==> config.mk <==
export PLATFORM = sky130hd
export DESIGN_NAME = nec_ir_tx
export DESIGN_NICKNAME = d
export VERILOG_FILES = /design/src/rtl/nec_tx_pkg.sv /design/src/rtl/nec_unit_timer.sv /design/src/rtl/nec_carrier_gen.sv /design/src/rtl/nec_frame_seq.sv /design/src/rtl/nec_ir_tx.sv
export SDC_FILE = /design/constraint.sdc
export NUM_CORES = 1
export LEC_CHECK = 0
export BUFFER_PORTS_ARGS = -buffer_cell sky130_fd_sc_hd__buf_4
export CAP_MARGIN = 20
export CELL_PAD_IN_SITES_DETAIL_PLACEMENT = 1
export CELL_PAD_IN_SITES_GLOBAL_PLACEMENT = 1
export CORE_ASPECT_RATIO = 0.8
export CORE_MARGIN = 4
export CORE_UTILIZATION = 45
export CTS_BUF_LIST = sky130_fd_sc_hd__clkbuf_4
export CTS_CLUSTER_DIAMETER = 40
export DETAILED_ROUTE_END_ITERATION = 8
export GPL_TIMING_DRIVEN = 0
export PLACE_DENSITY = 0.83
export SLEW_MARGIN = 10
export SYNTH_ARGS = -nofsm -noshare
export SYNTH_HDL_FRONTEND = slang
export SYNTH_HIERARCHICAL = 1
export SYNTH_SLANG_ARGS = --single-unit
==> constraint.sdc <==
create_clock -name clk -period 3.62 [get_ports clk]
set_clock_uncertainty 0.1 [all_clocks]
set_input_delay 0 -clock clk [delete_from_list [all_inputs] [get_ports clk]]
set_output_delay 0 -clock clk [all_outputs]
set_load 0.03 [all_outputs]
==> src/rtl/nec_tx_pkg.sv <==
`timescale 1ns/1ps
package nec_tx_pkg;

   localparam int unsigned BYTE_W          = 8;
   localparam int unsigned FRAME_BITS      = 4 * BYTE_W;
   localparam int unsigned HDR_MARK_UNITS  = 16;
   localparam int unsigned HDR_SPACE_UNITS = 8;
   localparam int unsigned BIT_MARK_UNITS  = 1;
   localparam int unsigned ZERO_GAP_UNITS  = 1;
   localparam int unsigned ONE_GAP_UNITS   = 3;
   localparam int unsigned TAIL_MARK_UNITS = 1;
   localparam int unsigned UNITS_W         = $clog2(HDR_MARK_UNITS + 1);
   localparam int unsigned BITIDX_W        = $clog2(FRAME_BITS);

   typedef enum logic [2:0] {
      PH_IDLE,
      PH_HDR_MARK,
      PH_HDR_SPACE,
      PH_BIT_MARK,
      PH_BIT_SPACE,
      PH_TAIL_MARK
   } tx_phase_e;

   // Transmit order from bit 0 upward: address, ~address, command, ~command
   function automatic logic [FRAME_BITS-1:0] pack_payload(
      input logic [BYTE_W-1:0] dev,
      input logic [BYTE_W-1:0] key
   );
      return {~key, key, ~dev, dev};
   endfunction

   function automatic logic is_burst(input tx_phase_e ph);
      return (ph == PH_HDR_MARK) || (ph == PH_BIT_MARK) || (ph == PH_TAIL_MARK);
   endfunction

endpackage

==> src/rtl/nec_unit_timer.sv <==
`timescale 1ns/1ps
module nec_unit_timer
   import nec_tx_pkg::*;
#(
   parameter int unsigned UNIT_CYC = 28125
) (
   input  logic               clk,
   input  logic               rst_n,
   input  logic               run,
   input  logic               load,
   input  logic [UNITS_W-1:0] load_units,
   output logic               seg_done
);
   localparam int unsigned CYC_W = (UNIT_CYC > 1) ? $clog2(UNIT_CYC) : 1;

   logic [CYC_W-1:0]   cyc_q;
   logic [UNITS_W-1:0] left_q;
   logic               unit_end;

   assign unit_end = (cyc_q == CYC_W'(UNIT_CYC - 1));
   assign seg_done = run && unit_end && (left_q == UNITS_W'(1));

   always_ff @(posedge clk or negedge rst_n) begin
      if (!rst_n) begin
         cyc_q  <= '0;
         left_q <= '0;
      end else if (load) begin
         cyc_q  <= '0;
         left_q <= load_units;
      end else if (run) begin
         if (unit_end) begin
            cyc_q  <= '0;
            left_q <= left_q - UNITS_W'(1);
         end else begin
            cyc_q <= cyc_q + CYC_W'(1);
         end
      end
   end


   cyc_range_chk: assert property (@(posedge clk) disable iff (!rst_n)
      cyc_q <= CYC_W'(UNIT_CYC - 1));


   left_live_chk: assert property (@(posedge clk) disable iff (!rst_n)
      (run && !load) |-> (left_q != '0));

endmodule

==> src/rtl/nec_carrier_gen.sv <==
`timescale 1ns/1ps
module nec_carrier_gen #(
   parameter int unsigned CAR_CYC  = 1316,
   parameter int unsigned HIGH_CYC = 438
) (
   input  logic clk,
   input  logic rst_n,
   input  logic restart,
   output logic carrier_hi
);
   localparam int unsigned PH_W = $clog2(CAR_CYC);

   logic [PH_W-1:0] phase_q;

   always_ff @(posedge clk or negedge rst_n) begin
      if (!rst_n)
         phase_q <= '0;
      else if (restart || (phase_q == PH_W'(CAR_CYC - 1)))
         phase_q <= '0;
      else
         phase_q <= phase_q + PH_W'(1);
   end

   assign carrier_hi = (phase_q < PH_W'(HIGH_CYC));


   car_restart_chk: assert property (@(posedge clk) disable iff (!rst_n)
      restart |=> carrier_hi);

endmodule

==> src/rtl/nec_frame_seq.sv <==
`timescale 1ns/1ps
module nec_frame_seq
   import nec_tx_pkg::*;
(
   input  logic               clk,
   input  logic               rst_n,
   input  logic               start,
   input  logic [BYTE_W-1:0]  dev,
   input  logic [BYTE_W-1:0]  key,
   input  logic               seg_done,
   output tx_phase_e          phase,
   output logic               load,
   output logic [UNITS_W-1:0] load_units
);
   tx_phase_e              phase_q, phase_d;
   logic [FRAME_BITS-1:0]  shreg_q;
   logic [BITIDX_W-1:0]    idx_q;

   assign phase = phase_q;

   always_comb begin
      phase_d    = phase_q;
      load       = 1'b0;
      load_units = '0;
      unique case (phase_q)
         PH_IDLE: if (start) begin
            phase_d    = PH_HDR_MARK;
            load       = 1'b1;
            load_units = UNITS_W'(HDR_MARK_UNITS);
         end
         PH_HDR_MARK: if (seg_done) begin
            phase_d    = PH_HDR_SPACE;
            load       = 1'b1;
            load_units = UNITS_W'(HDR_SPACE_UNITS);
         end
         PH_HDR_SPACE: if (seg_done) begin
            phase_d    = PH_BIT_MARK;
            load       = 1'b1;
            load_units = UNITS_W'(BIT_MARK_UNITS);
         end
         PH_BIT_MARK: if (seg_done) begin
            phase_d    = PH_BIT_SPACE;
            load       = 1'b1;
            load_units = shreg_q[0] ? UNITS_W'(ONE_GAP_UNITS) : UNITS_W'(ZERO_GAP_UNITS);
         end
         PH_BIT_SPACE: if (seg_done) begin
            load = 1'b1;
            if (idx_q == BITIDX_W'(FRAME_BITS - 1)) begin
               phase_d    = PH_TAIL_MARK;
               load_units = UNITS_W'(TAIL_MARK_UNITS);
            end else begin
               phase_d    = PH_BIT_MARK;
               load_units = UNITS_W'(BIT_MARK_UNITS);
            end
         end
         PH_TAIL_MARK: if (seg_done) begin
            phase_d = PH_IDLE;
         end
         default: phase_d = PH_IDLE;
      endcase
   end

   always_ff @(posedge clk or negedge rst_n) begin
      if (!rst_n) begin
         phase_q <= PH_IDLE;
         shreg_q <= '0;
         idx_q   <= '0;
      end else begin
         phase_q <= phase_d;
         if (phase_q == PH_IDLE && start) begin
            shreg_q <= pack_payload(dev, key);
            idx_q   <= '0;
         end else if (phase_q == PH_BIT_SPACE && seg_done) begin
            shreg_q <= {1'b0, shreg_q[FRAME_BITS-1:1]};
            idx_q   <= idx_q + BITIDX_W'(1);
         end
      end
   end


   accept_chk: assert property (@(posedge clk) disable iff (!rst_n)
      (phase_q == PH_IDLE && start) |=> (phase_q == PH_HDR_MARK));


   hold_payload_chk: assert property (@(posedge clk) disable iff (!rst_n)
      (phase_q != PH_IDLE && start && !seg_done) |=> $stable(shreg_q));


   tail_entry_chk: assert property (@(posedge clk) disable iff (!rst_n)
      (phase_q == PH_TAIL_MARK && $past(phase_q) != PH_TAIL_MARK) |-> (idx_q == '0));


   hdr_order_chk: assert property (@(posedge clk) disable iff (!rst_n)
      (phase_q == PH_HDR_SPACE) |-> ($past(phase_q) == PH_HDR_MARK || $past(phase_q) == PH_HDR_SPACE));

endmodule

==> src/rtl/nec_ir_tx.sv <==
`timescale 1ns/1ps
module nec_ir_tx
   import nec_tx_pkg::*;
#(
   parameter int unsigned CLK_HZ     = 50_000_000,
   parameter int unsigned CARRIER_HZ = 38_000,
   parameter int unsigned DUTY_DIV   = 3
) (
   input  logic       clk,
   input  logic       rst_n,
   input  logic       start_i,
   input  logic [7:0] addr_i,
   input  logic [7:0] cmd_i,
   output logic       busy_o,
   output logic       ir_o
);
   // base interval 562.5 us, rounded to nearest cycle
   localparam longint unsigned UNIT_L   = (longint'(CLK_HZ) * 5625 + 5_000_000) / 10_000_000;
   localparam int unsigned     UNIT_CYC = int'(UNIT_L);
   localparam int unsigned     CAR_CYC  = (CLK_HZ + CARRIER_HZ / 2) / CARRIER_HZ;
   localparam int unsigned     HIGH_CYC = CAR_CYC / DUTY_DIV;

   generate
      if (UNIT_CYC < 2) begin : g_bad_unit
         $error("base interval shorter than two clock cycles");
      end
      if (CAR_CYC < 3 || HIGH_CYC < 1) begin : g_bad_car
         $error("carrier period too short for the requested duty");
      end
      if (UNIT_CYC < CAR_CYC) begin : g_bad_ratio
         $error("base interval shorter than one carrier period");
      end
      if (DUTY_DIV < 2) begin : g_bad_duty
         $error("duty divider must be at least 2");
      end
   endgenerate

   tx_phase_e          phase;
   logic               load;
   logic [UNITS_W-1:0] load_units;
   logic               seg_done;
   logic               carrier_hi;
   logic               in_burst;

   nec_frame_seq u_seq (
      .clk        (clk),
      .rst_n      (rst_n),
      .start      (start_i),
      .dev        (addr_i),
      .key        (cmd_i),
      .seg_done   (seg_done),
      .phase      (phase),
      .load       (load),
      .load_units (load_units)
   );

   nec_unit_timer #(.UNIT_CYC(UNIT_CYC)) u_timer (
      .clk        (clk),
      .rst_n      (rst_n),
      .run        (busy_o),
      .load       (load),
      .load_units (load_units),
      .seg_done   (seg_done)
   );

   nec_carrier_gen #(.CAR_CYC(CAR_CYC), .HIGH_CYC(HIGH_CYC)) u_car (
      .clk        (clk),
      .rst_n      (rst_n),
      .restart    (load),
      .carrier_hi (carrier_hi)
   );

   assign busy_o   = (phase != PH_IDLE);
   assign in_burst = is_burst(phase);
   assign ir_o     = in_burst & carrier_hi;


   idle_low_chk: assert property (@(posedge clk) disable iff (!rst_n)
      !busy_o |-> !ir_o);


   space_quiet_chk: assert property (@(posedge clk) disable iff (!rst_n)
      (phase == PH_HDR_SPACE || phase == PH_BIT_SPACE) |-> !ir_o);


   end_then_idle_chk: assert property (@(posedge clk) disable iff (!rst_n)
      (phase == PH_TAIL_MARK && seg_done) |=> !busy_o);

endmodule

# After elaboration in Yosys (flattened, before gate mapping)
# Cells that the tools add are included.
# classes
mux,28
reduce_logical,16
bitwise,3
n_eq_ne,15
addsub,4
magnitude_cmp,1
# op_table
cell,count
$mux 32,2
$mux 15,3
$mux 5,7
$mux 3,7
$pmux 5 s4,1
$pmux 3 s6,1
$not 8->8,2
$add 15x1->15 const B,1
$eq 15x15->1 const B,1
$add 11x1->11 const B,1
$eq 11x11->1 const B,1
$lt 11x9->1 const B,1
$mux 11,1
$ne 2x1->1 const B,5
$eq 3x2->1 const B,2
$eq 3x3->1 const B,2
$reduce_and 6->1,1
$reduce_bool 2->1,3
$add 5x1->5 const B,1
$eq 5x1->1 const B,1
$eq 5x5->1 const B,1
$sub 5x1->5 const B,1
$logic_and 1x1->1,4
$mux 4,1
12 further kinds,16
# word_totals
output_inout_bits,2
inputBits,19
register_bits,71
word_cells,73

# Depth between registers and ports, before layout
# depth
ltp_word,7
mapped_depth,16
mapped_depth_nobuf,12

# Cells and area by module
# Netlist, hierarchy kept.
# by_module_without_submodules
mod,n_inst,cells_per_inst,area_per_inst_um2,seq_area_each_um2
nec_frame_seq,1,200,2057.0,1001.0
nec_unit_timer,1,141,1276.2,500.5
nec_carrier_gen,1,57,571.8,275.3
nec_ir_tx,1,3,15.0,0.0

# Worst setup path after synthesis
# OpenSTA, ideal clock, no wires.
# synth_path
path_type,register -> register
start,register u_timer.cyc_q[5]
end,register u_timer.cyc_q[13]
synth_period_minus_slack_ns,3.592
path_stages_with_launch,15
path_buffers,4
setup_time_ns,0.136
arrival_ns,3.356
slack_ns,0.028
required_ns,3.384
cell_sequence,dfrtp_1 > or3b_1 > or4_4 > nor2_4 > and4b_1 > buf_2 > nand4bb_4 > buf_6 > buf_2 > o21ai_0 > clkbuf_1 > o211ai_1 > nor4_1 > xnor2_1 > nor3_1
# synth_between
elab_chain_cells,6
elab_cells_between_ends,10
classes_between,1 x add/sub; 1 x eq/ne; 5 x mux; 3 x reduce/logical
# synth_lines
element,line,rtl
"start, declared",nec_unit_timer.sv:16,logic [CYC_W-1:0] cyc_q;
"start signal, assigned",nec_unit_timer.sv:35,cyc_q <= cyc_q + CYC_W'(1);
$eq 15x15->1 (*),nec_unit_timer.sv:20,assign unit_end = (cyc_q == CYC_W'(UNIT_CYC - 1));
$logic_and 1x1->1 (*) (2 in a row),nec_unit_timer.sv:21,assign seg_done = run && unit_end && (left_q == UNITS_W'(1));
net seg_done,nec_ir_tx.sv:41,logic seg_done;
$mux 1 (*),n/a,
$pmux 1 s2 (*),nec_frame_seq.sv:25,unique case (phase_q)
net load,nec_ir_tx.sv:39,logic load;
$mux 15 or $reduce_bool 2->1 (tied branches),n/a,
# The timed path passes the listed nets; every way through them passes the cells marked *. The select of a mux whose other input is x is not followed.
# A chain may end at the register's enable or synchronous reset.

# Final worst setup path
# layout_path
start,register u_timer.cyc_q[5]
end,register u_timer.left_q[1]
# layout_between
elab_chain_cells,7
elab_cells_between_ends,11
classes_between,1 x eq/ne; 5 x mux; 5 x reduce/logical
# layout_lines
element,line,rtl
$eq 15x15->1 (*),nec_unit_timer.sv:20,
$logic_and 1x1->1 (*) (2 in a row),nec_unit_timer.sv:21,
net seg_done,nec_ir_tx.sv:41,
$mux 1 (*),n/a,
$pmux 1 s2 (*),nec_frame_seq.sv:25,
net load,nec_ir_tx.sv:39,
$reduce_bool 2->1 (no source line),n/a,
$reduce_and 2->1 (no source line),n/a,
"end signal, assigned",nec_unit_timer.sv:29,left_q <= load_units;
"end signal, assigned",nec_unit_timer.sv:33,left_q <= left_q - UNITS_W'(1);
"end, declared",nec_unit_timer.sv:17,logic [UNITS_W-1:0] left_q;
# The timed path passes the listed nets; every way through them passes the cells marked *.

==> summary.md <==
| Metric | Value |
|---|---|
| Outcome | completed |
| Vias in the first global route | 3,578 |
| Count leader, synth | dfrtp_1 |
| MaxCap Viol Count | 0 |
| Yosys cell types | 59 |
| Final Worst Setup Slack | 0.127 ns |
| HP Class | in -> async |
| Placed standard-cell area | 4210 um^2 |
| Clock Sinks | 71 |
| Post-Syn Area | 3920 um^2 |
| Maximum fanout along the worst path | 19 |
| CP Launch Type | flip-flop |
| Clk slew on worst S/H paths | 0.14 ns |
| Final Hold Vio Count | 0 |
| Longest Clk Path Bufs | 2 |
| Asr flop ratio synth | 1.00 |
| H-tree Lvls | 3 |
| Crit path max-delay family | simple AND/OR/NAND/NOR gates |
| Layout cells sized above 1 | 0.242 |
| CTS buffer count | 9 |
| Crit share post-route | 0.965 |
| CTS tree | done |
| GRT Util Overall | 0.219 |
| Mapped Cells | 401 |
| Buffers & Inverters on Critical Path | 4 |
| Routed via count | 3,339 |
| Die Width | 112 um |
| Routed wire length | 10.9 mm |
| Hold_ws | 0.117 ns |
| Worst-path cell chain | or3b_1 -> or4_4 -> nor2_4 -> and4b_1 -> buf_6 -> nand4bb_4 -> buf_6 -> o21ai_4 -> clkbuf_4 -> clkbuf_2 -> nand3b_1 -> o311ai_0 |
| Fin nets | 480 |
| Drt pass-1 iters | 4 |
| Die Span Y | 91.5 um |
| Max IR drop VDD | 270 uV |
| ANT nets after route | 0 |
| I/O pin total | 21 |
| Via-to-Cell Ratio | 5.85 |
| First-pass GRT wire length | 18.2 mm |
| Core area | 8480 um^2 |
| Largest net degree at the start of global routing | 72 |
| Synthesis Warnings | 6 |
| Syn avg cell area | 9.78 um^2 |
| EDFF count, synth | 0 |
| Critical Path AT | 3.70 ns |
| Worst setup EP type | flip-flop |
| Min Tclk post-route | 3.49 ns |
| Ys flop type | dfrtp_1 |
| Measured slew at the worst slew-check pin | 0.928 ns |
| Final setup fails | 0 |
| RD Place Congestion | 0.875 |
| Worst EP required | 3.83 ns |
| Worst path slowest cell | or4_4 |
| Final non-filler cell total | 571 |
| Pwr Total | 2.06 mW |
| Critical Path Most Common Cell | buf_6 |
| DRC viols | 0 |
| Placed Cells | 533 |
| Leak pwr | 2.12 nW |
| Most common library cells after synthesis | 71 x dfrtp_1, 52 x nand2_1, 21 x nor2_1 |
| DP Worst Slack | -0.718 ns |
| Yosys top cell by area | dfrtp_1 |
| Post-DP HPWL | 7.04 mm |
| CP max stage delay | 0.57 ns |
| Root Driver | clkbuf_4 |
| Ant diodes | 0 |
| PortBufs | 20 |
| Slew headroom | 0.381 |
| Clk_lat worst skew | 0.43 ns |
| Std-Cell Rows | 30 |
| Seq/Total Area, Yosys | 0.453 |
| Initial Utilization | 0.462 |
| Area contributors post-synth | dfrtp_1 45%, nand2_1 5.0%, mux2i_1 4.1% |
| Syn nets | 427 |
| Initial antenna violation count | 0 |
| Pwr Density | 445 nW/um^2 |
| Setup_tns | 0 ns |
| # fillers | 968 |
| DR iter-0 viols | 89 |
| Wire length per cell | 19.0 um |
| Area share of the largest cell type after synthesis | 0.453 |
| Slew Viols, Final | 0 |
| Critical path class | reg -> reg |
| Max Freq | 286 MHz |
| Design area | 4640 um^2 |
| Area Overhead vs Synth | 18.3% |
| Flops & latches, synth | 71 |
| Gr ovfl total | 0 |
| Finished Core Util | 0.546 |
| Die Area | 10,300 um^2 |
layout by cell type (no fill, tap or decap), types with 3 or more instances in the layout:
cell type      Yosys  layout
nor2b_1            8       8
xor2_1             5       5
clkbuf_4           0      10
o21bai_2           9       9
clkinv_2           0       3
nand3b_1           3       3
o21ai_0           10       9
dfrtp_1           71      70
or3_1              6       6
nand4_1            9       9
nor2_1            21      21
mux2i_1           16      16
dlygate4sd3_1      0      18
o21bai_1           6       6
nor4_1             4       3
buf_2             14      12
nand3_1           11      11
a22oi_1            3       3
o211ai_1           3       3
ha_1               7       7
a21oi_1           16      16
or4_1              5       5
o31ai_1            3       3
nor3_1            15      13
nor2_2            12      12
a31oi_1           18      18
buf_4              4      29
nand2_1           52      52
inv_1              8       8
buf_6              5       6
clkbuf_2           2       4
xnor2_1           10      10
power by group:
part | leakage (nW) | internal, mW | total [mW] | switching, mW
registers | 0.868 | 0.921 | 1.04 | 0.115
clock network | 0.0871 | 0.276 | 0.574 | 0.298
logic | 1.17 | 0.188 | 0.453 | 0.265
total | 2.12 | 1.38 | 2.06 | 0.678
sequential cells by signal, summed over array words and instances, names as in the netlist:
| name | flops |
|---|---|
| u_timer/left_q | 5 |
| u_seq/idx_q | 5 |
| u_seq/shreg_q | 32 |
| u_seq/phase | 3 |
| u_timer/cyc_q | 15 |
| u_car/phase_q | 11 |
final timing paths:
check / from / endpoint / slack, ns / cells past startpoint
min in group clk: addr_i[3] / u_seq/shreg_q[3] / 0.29 / 4
min: rst_n / u_timer/cyc_q[12] / 0.12 / 2
min reg2reg: u_car/phase_q[0] / u_car/phase_q[0] / 0.40 / 1
max: u_timer/cyc_q[5] / u_timer/left_q[1] / 0.13 / 12
max in group asynchronous: rst_n / u_timer/cyc_q[5] / 2.62 / 2
max reg2reg: u_timer/cyc_q[5] / u_timer/left_q[1] / 0.13 / 12
per-layer routing:
metal | vias up | share of wire | GRT usage
met5 | - | 0 | 0
met1 | 1701 | 0.46 | 0.303
li1 | 1546 | - | -
met2 | 75 | 0.48 | 0.343
met3 | 17 | 0.043 | 0.0513
met4 | 0 | 0.016 | 0.0631
area by class of cell:
type / instances / area [um^2] / area share
clock buffers: 9 / 67.6 / 0.0146
inverters: 9 / 33.8 / 0.00729
flip-flops and latches: 71 / 1780 / 0.384
clock inverters: 7 / 87.6 / 0.0189
multi-input cells: 292 / 1960 / 0.423
well taps: 112 / 140 / 0.0302
plain buffers: 28 / 199 / 0.0429
repair buffers: 43 / 368 / 0.0794
repair_timing:
| item | CTS | global route |
|---|---|---|
| hold buffers | 18 | 0 |
| gates cloned | 0 | 0 |
| setup buffers | 5 | 0 |
| pin swaps | 1 | 1 |
| resized for setup | 14 | 3 |
| endpoints found under the setup margin | 20 | 6 |
| hold endpoints to repair | 105 | 0 |
kinds of logic after synthesis:
kind of cell,after synthesis,synth area share
fa+ha+maj,7,0.0223
xor+xnor,15,0.0335
buf+inv,38,0.0549
compound gates,80,0.144
flops,71,0.453
simple gates,173,0.251
mux,16,0.0409
other cells,1,0.000957
(Power assumes the default switching activity.)
